--- src/rtl/rx_alarm_irq_pkg.sv ---
package rx_alarm_irq_pkg;

    localparam int STATUS_W = 16;
    localparam int NUM_CNT  = 8;
    localparam int CNT_W    = 8;
    localparam int SEF_WIN  = 6;
    localparam int SEF_THR  = 2;
    localparam int ALIGN_W  = 8;
    localparam int ADDR_W   = 8;

    // Lower byte of the status word, most significant field first.
    typedef struct packed {
        logic tfs_chg;
        logic mfs_chg;
        logic fbe;
        logic cofa;
        logic sef;
        logic ais;
        logic crc;
        logic los;
    } evt_t;

    function automatic int unsigned ones_count(input logic [31:0] v);
        int unsigned n;
        n = 0;
        for (int i = 0; i < 32; i++) begin
            n += v[i] ? 1 : 0;
        end
        return n;
    endfunction

endpackage

--- src/rtl/rx_alarm_wrap_bank.sv ---
module rx_alarm_wrap_bank
    import rx_alarm_irq_pkg::*;
#(
    parameter int N = NUM_CNT,
    parameter int W = CNT_W
) (
    input  logic         clk,
    input  logic         rst,
    input  logic [N-1:0] inc,
    output logic [N-1:0] wrap
);

    localparam logic [W-1:0] TOP = {W{1'b1}};

    for (genvar g = 0; g < N; g++) begin : g_cnt
        logic [W-1:0] shadow_q;

        always_ff @(posedge clk) begin
            if (rst) begin
                shadow_q <= '0;
            end else if (inc[g]) begin
                shadow_q <= shadow_q + 1'b1;
            end
        end

        assign wrap[g] = inc[g] && (shadow_q == TOP);
    end

endmodule

--- src/rtl/rx_alarm_change_det.sv ---
module rx_alarm_change_det
    import rx_alarm_irq_pkg::*;
#(
    parameter int AW = ALIGN_W
) (
    input  logic          clk,
    input  logic          rst,
    input  logic          tfs_lvl,
    input  logic          mfs_lvl,
    input  logic          reframe_done,
    input  logic [AW-1:0] new_align,
    output logic          tfs_chg,
    output logic          mfs_chg,
    output logic          cofa_evt
);

    logic          tfs_q;
    logic          mfs_q;
    logic [AW-1:0] align_q;

    always_ff @(posedge clk) begin
        if (rst) begin
            tfs_q   <= 1'b0;
            mfs_q   <= 1'b0;
            align_q <= '0;
        end else begin
            tfs_q <= tfs_lvl;
            mfs_q <= mfs_lvl;
            if (reframe_done) begin
                align_q <= new_align;
            end
        end
    end

    assign tfs_chg  = tfs_lvl ^ tfs_q;
    assign mfs_chg  = mfs_lvl ^ mfs_q;
    assign cofa_evt = reframe_done && (new_align != align_q);

endmodule

--- src/rtl/rx_alarm_sef_window.sv ---
module rx_alarm_sef_window
    import rx_alarm_irq_pkg::*;
#(
    parameter int WIN = SEF_WIN,
    parameter int THR = SEF_THR
) (
    input  logic clk,
    input  logic rst,
    input  logic fbit_valid,
    input  logic fbit_err,
    output logic sef_evt
);

    localparam int HIST = WIN - 1;

    logic [HIST-1:0] hist_q;
    logic [WIN-1:0]  win_now;

    assign win_now = {hist_q, fbit_err};

    always_ff @(posedge clk) begin
        if (rst) begin
            hist_q <= '0;
        end else if (fbit_valid) begin
            hist_q <= win_now[HIST-1:0];
        end
    end

    assign sef_evt = fbit_valid && fbit_err &&
                     (ones_count(32'(win_now)) >= THR);

endmodule

--- src/rtl/rx_alarm_irq_status.sv ---
module rx_alarm_irq_status
    import rx_alarm_irq_pkg::*;
#(
    parameter int          ADDR_W_P = ADDR_W,
    parameter logic [7:0]  ADDR_A   = 8'h34,
    parameter logic [7:0]  ADDR_B   = 8'h24
) (
    input  logic                clk,
    input  logic                rst,
    input  logic [NUM_CNT-1:0]  cnt_inc,
    input  logic                tfs_lvl,
    input  logic                mfs_lvl,
    input  logic                fbit_valid,
    input  logic                fbit_err,
    input  logic                reframe_done,
    input  logic [ALIGN_W-1:0]  new_align,
    input  logic                ais_pulse,
    input  logic                crc_err_pulse,
    input  logic                los_pulse,
    input  logic [STATUS_W-1:0] irq_mask,
    input  logic                rd_en,
    input  logic [ADDR_W_P-1:0] rd_addr,
    output logic [STATUS_W-1:0] status,
    output logic                irq
);

    logic [NUM_CNT-1:0]  wrap;
    logic                tfs_chg;
    logic                mfs_chg;
    logic                cofa_evt;
    logic                sef_evt;
    evt_t                evt;
    logic [STATUS_W-1:0] raw;
    logic [STATUS_W-1:0] status_q;
    logic [STATUS_W-1:0] status_d;
    logic                clr_hit;

    rx_alarm_wrap_bank #(.N(NUM_CNT), .W(CNT_W)) u_wrap (
        .clk  (clk),
        .rst  (rst),
        .inc  (cnt_inc),
        .wrap (wrap)
    );

    rx_alarm_change_det #(.AW(ALIGN_W)) u_chg (
        .clk          (clk),
        .rst          (rst),
        .tfs_lvl      (tfs_lvl),
        .mfs_lvl      (mfs_lvl),
        .reframe_done (reframe_done),
        .new_align    (new_align),
        .tfs_chg      (tfs_chg),
        .mfs_chg      (mfs_chg),
        .cofa_evt     (cofa_evt)
    );

    rx_alarm_sef_window #(.WIN(SEF_WIN), .THR(SEF_THR)) u_sef (
        .clk        (clk),
        .rst        (rst),
        .fbit_valid (fbit_valid),
        .fbit_err   (fbit_err),
        .sef_evt    (sef_evt)
    );

    always_comb begin
        evt.tfs_chg = tfs_chg;
        evt.mfs_chg = mfs_chg;
        evt.fbe     = fbit_valid && fbit_err && tfs_lvl;
        evt.cofa    = cofa_evt;
        evt.sef     = sef_evt;
        evt.ais     = ais_pulse;
        evt.crc     = crc_err_pulse;
        evt.los     = los_pulse;
        raw         = {wrap, evt};
    end

    assign clr_hit = rd_en && ((rd_addr == ADDR_W_P'(ADDR_A)) ||
                               (rd_addr == ADDR_W_P'(ADDR_B)));

    // Clear first, then OR in this cycle's events so events win.
    always_comb begin
        status_d = clr_hit ? '0 : status_q;
        status_d = status_d | (raw & irq_mask);
    end

    always_ff @(posedge clk) begin
        if (rst) begin
            status_q <= '0;
        end else begin
            status_q <= status_d;
        end
    end

    assign status = status_q;
    assign irq    = |status_q;

endmodule

--- config.mk ---
export PLATFORM = sky130hd
export DESIGN_NAME = rx_alarm_irq_status
export DESIGN_NICKNAME = d
export VERILOG_FILES = /design/src/rtl/rx_alarm_irq_pkg.sv /design/src/rtl/rx_alarm_wrap_bank.sv /design/src/rtl/rx_alarm_change_det.sv /design/src/rtl/rx_alarm_sef_window.sv /design/src/rtl/rx_alarm_irq_status.sv
export SDC_FILE = /design/constraint.sdc
export NUM_CORES = 1
export LEC_CHECK = 0
export ABC_AREA = 1
export ABC_CLOCK_PERIOD_IN_PS = 2360
export BUFFER_PORTS_ARGS = -buffer_cell sky130_fd_sc_hd__buf_2
export CAP_MARGIN = 20
export CORE_MARGIN = 1
export CORE_UTILIZATION = 30
export DETAILED_ROUTE_END_ITERATION = 6
export PLACE_DENSITY_LB_ADDON = 0.1
export SYNTH_ARGS = -nofsm -noshare
export SYNTH_HDL_FRONTEND = slang
export SYNTH_SLANG_ARGS = --single-unit
--- constraint.sdc ---
create_clock -name clk -period 2.36 [get_ports clk]
set_input_delay 0.354 -clock clk [delete_from_list [all_inputs] [get_ports clk]]
set_output_delay 0.354 -clock clk [all_outputs]
set_load 0.1 [all_outputs]
==> results.py <==
metrics = {
    "run_status": {
        "status": "complete, no violations",
    },
    "flow_run": {
        "max-cap-violations": 0,
    },
    "timing": {
        "relSlewSlack_pct": 66.3,
        "fmax_ghz": 0.451,
        "fin_crit_ns": 2.22,
        "fin_crit_sh_pct": 94.0,
        "grt_setup_unrepaired": "no",
        "maxSlewViolCount": 0,
        "setup_viol": 0,
        "tightest_slew_ns": 0.506,
        "skew_ns": 0.00373,
        "holdWs_ns": 0.237,
        "final_hold_viol_count": 0,
    },
    "placement": {
        "dp_cells": 772,
        "portBuffers": 66,
        "place_hpwl_um": 6310,
        "place_congestion": 0.738,
    },
    "finish": {
        "nFillCells": 1398,
        "num_antenna_cells": 0,
        "stdcell_count": 788,
        "final_layout_size_suffix_gt1_share_pct": 19.6,
        "nets": 669,
        "area_growth_syn_to_layout_pct": 20.9,
    },
    "setup_path": {
        "crit_path_frequent_cell": "fa_1",
        "cp_max_fo": 3,
        "cp.arrival_ns": 2.43,
        "path_cells": "fa_1 -> inv_1 -> fa_1 -> inv_1 -> nand2_1 -> fa_1 -> nand2_1 -> nand3_1 -> a21oi_1",
        "slowest_delay_ns": 0.50,
        "r2r_start": "u_sef.hist_q[0]$_SDFFE_PP0P_",
        "cp-startpoint": "u_sef.hist_q[0]$_SDFFE_PP0P_",
        "r2r-end": "status[3]$_SDFF_PP0_",
        "r2r_cells": 9,
        "regToRegSetupSlack_ns": 0.14,
        "cp-endpoint": "status[3]$_SDFF_PP0_",
        "end_kind": "flop",
        "critPathLaunchType": "flop",
        "cp_slowest_cell": "fa_1",
        "worst-endpoint-required_ns": 2.57,
        "worstSetupPathType": "flop to flop",
    },
    "drt": {
        "dr.pass1.iters": 4,
        "met1_length_um": 4340,
        "wire_per_inst_um": 11.0,
        "drt_iter0_drc": 128,
        "wl_met2_um": 3770,
        "ant_nets": 0,
        "wirelength_um": 8670,
        "viasPerCell": 4.46,
        "top_layer_used": "met4",
        "met3_length_um": 407,
        "via_count": 3518,
        "route.detailed.drc": 0,
    },
    "floorplanning": {
        "start_util_pct": 30.8,
        "pin_count": 68,
        "rows": 42,
        "die_area_sq_um": 14100,
        "fp.dieH_um": 119,
        "coreArea_sq_um": 13300,
        "die_width_um": 119,
    },
    "global_route": {
        "grt_max_degree": 44,
        "grt_overflow": 0,
        "grt_pass1_vias": 3428,
        "grt_pass1_wl_um": 15400,
        "antenna_found_initial": 0,
        "grt_use_total_pct": 13.5,
    },
    "synth": {
        "synthCells": 539,
        "yosys_register_bits": 95,
        "seq_area_frac_synth_pct": 46.4,
        "syn_area_sq_um": 4100,
        "avgSynthCellArea_sq_um": 7.61,
        "yosysWarnings": 0,
        "syn_nets": 601,
        "netlist-cell-type-count": 27,
    },
    "cts": {
        "cts-buffers-inserted": 9,
        "path_clk_slew_ns": 0.07,
        "clk_latency_ns": 0.34,
        "clockRootBuffer": "clkbuf_16",
        "htreeDepth": 3,
        "ctsResizeCount": 0,
        "hold_buffers": 0,
        "cts_sinks": 95,
        "cts_buffer_depth": 2,
        "cts_setup_buffers": 0,
        "cts_tree": "yes",
    },
    "pwr": {
        "power_uw": 3600,
        "ir_worst_vdd_uv": 271,
        "p_leak_uw": 0.00208,
        "pwr_density_cell_nw_per_um2": 726,
    },
    "worst_hold_path": {
        "min_path_type": "primary input to flop",
    },
}
where the power goes:
group	switching [uW]	internal, uW	total (uW)
Sequential	39.2	1660	1700
Combinational	227	112	339
Clock	635	930	1570
Total	902	2700	3600
flip-flops by register name (all words and copies together) (netlist names):
name                   count
status                    16
u_chg.align_q              8
u_sef.hist_q               5
u_chg.mfs_q                1
u_wrap.g_cnt.shadow_q     64
u_chg.tfs_q                1
routing by layer:
| layer | global-route usage (%) | up-vias |
|---|---|---|
| met5 | 0 | - |
| met4 | 6.49 | 0 |
| met3 | 3.83 | 14 |
| met2 | 22.0 | 52 |
| met1 | 16.5 | 1569 |
| li1 | - | 1883 |
synthesized netlist by cell type:
library cell	number	area, sq um
nor2_1	60	225
clkbuf_1	4	15.0
or3_1	1	6.26
inv_1	63	236
dfxtp_1	95	1900
nor3b_2	1	12.5
xor2_1	1	8.76
nor4_1	4	25.0
nor2_4	5	56.3
or2_2	1	6.26
buf_1	3	11.3
nand2_1	97	364
and3_1	1	6.26
ha_1	8	100
o21ai_0	33	165
xnor2_1	9	78.8
nor3_1	28	140
nand3_1	14	70.1
nand4_1	4	25.0
o21ai_1	2	10.0
buf_2	5	25.0
nand2_2	5	31.3
a21oi_1	69	345
inv_2	1	3.75
nor2_2	13	81.3
fa_1	3	60.1
nand3_2	9	90.1
cells by family (layout without fill, tap and decap cells):
| family | after synthesis | after routing | synth area share [%] |
|---|---|---|---|
| buffers and inverters | 76 | 149 | 7.11 |
| and+or+nand+nor | 243 | 243 | 27.8 |
| xor gates and xnor gates | 10 | 10 | 2.14 |
| DFF | 95 | 95 | 46.4 |
| adders and majority gates | 11 | 11 | 3.90 |
| AOI/OAI and AO/OA | 104 | 104 | 12.7 |
cell type report:
cell class                      count  area (sq um)  area share, %
Clock inverter                      7          96.3           1.94
Tap cell                          176           220           4.44
Timing Repair Buffer               69           365           7.37
Inverter                           64           240           4.85
Clock buffer                        9           225           4.54
Multi-Input combinational cell    368          1910           38.5
Sequential cell                    95          1900           38.4
cells in the final DEF, fill, tap and decap left out, drive strengths merged, types with 9 or more instances in the layout:
master	n
a21oi	69
buf	69
clkbuf	9
dfxtp	95
inv	65
nand2	102
nand3	23
nor2	78
nor3	28
o21ai	35
xnor2	9
stage by stage:
step	util [%]	setup TNS, ns	cell area, sq um	setup WS (ns)
2_1_floorplan	-	0	4100	0.0442
3_3_place_gp	34.9	-0.0346	4640	-0.0346
3_5_place_dp	34.9	-0.0433	4640	-0.0433
4_1_cts	37.3	0	4960	0.130
5_1_grt	37.3	0	4960	0.0179
6_report	37.3	0	4960	0.142
worst min path at each step:
stage                                             startpoint                                       end  slack (ns)  depth (start not counted)
finish                                               mfs_lvl                    u_chg.mfs_q$_SDFF_PP0_        0.24                          3
global placement    u_wrap.g_cnt[2].shadow_q[7]$_SDFFE_PP0P_  u_wrap.g_cnt[2].shadow_q[7]$_SDFFE_PP0P_        0.44                          1
CTS                                                  mfs_lvl                    u_chg.mfs_q$_SDFF_PP0_        0.22                          3
detailed placement  u_wrap.g_cnt[1].shadow_q[7]$_SDFFE_PP0P_  u_wrap.g_cnt[1].shadow_q[7]$_SDFFE_PP0P_        0.45                          1
floorplan           u_wrap.g_cnt[0].shadow_q[7]$_SDFFE_PP0P_  u_wrap.g_cnt[0].shadow_q[7]$_SDFFE_PP0P_        0.42                          1
global route                                         mfs_lvl                    u_chg.mfs_q$_SDFF_PP0_        0.22                          3
critical path: cells and delay by family (launching register included):
| kind | cells | cell delay (ns) |
|---|---|---|
| adders and majority gates | 3 | 1.40 |
| AOI/OAI and AO/OA | 1 | 0.06 |
| DFF | 1 | 0.33 |
| and+or+nand+nor | 3 | 0.18 |
| buffers and inverters | 2 | 0.11 |
(Power assumes the default switching activity.)
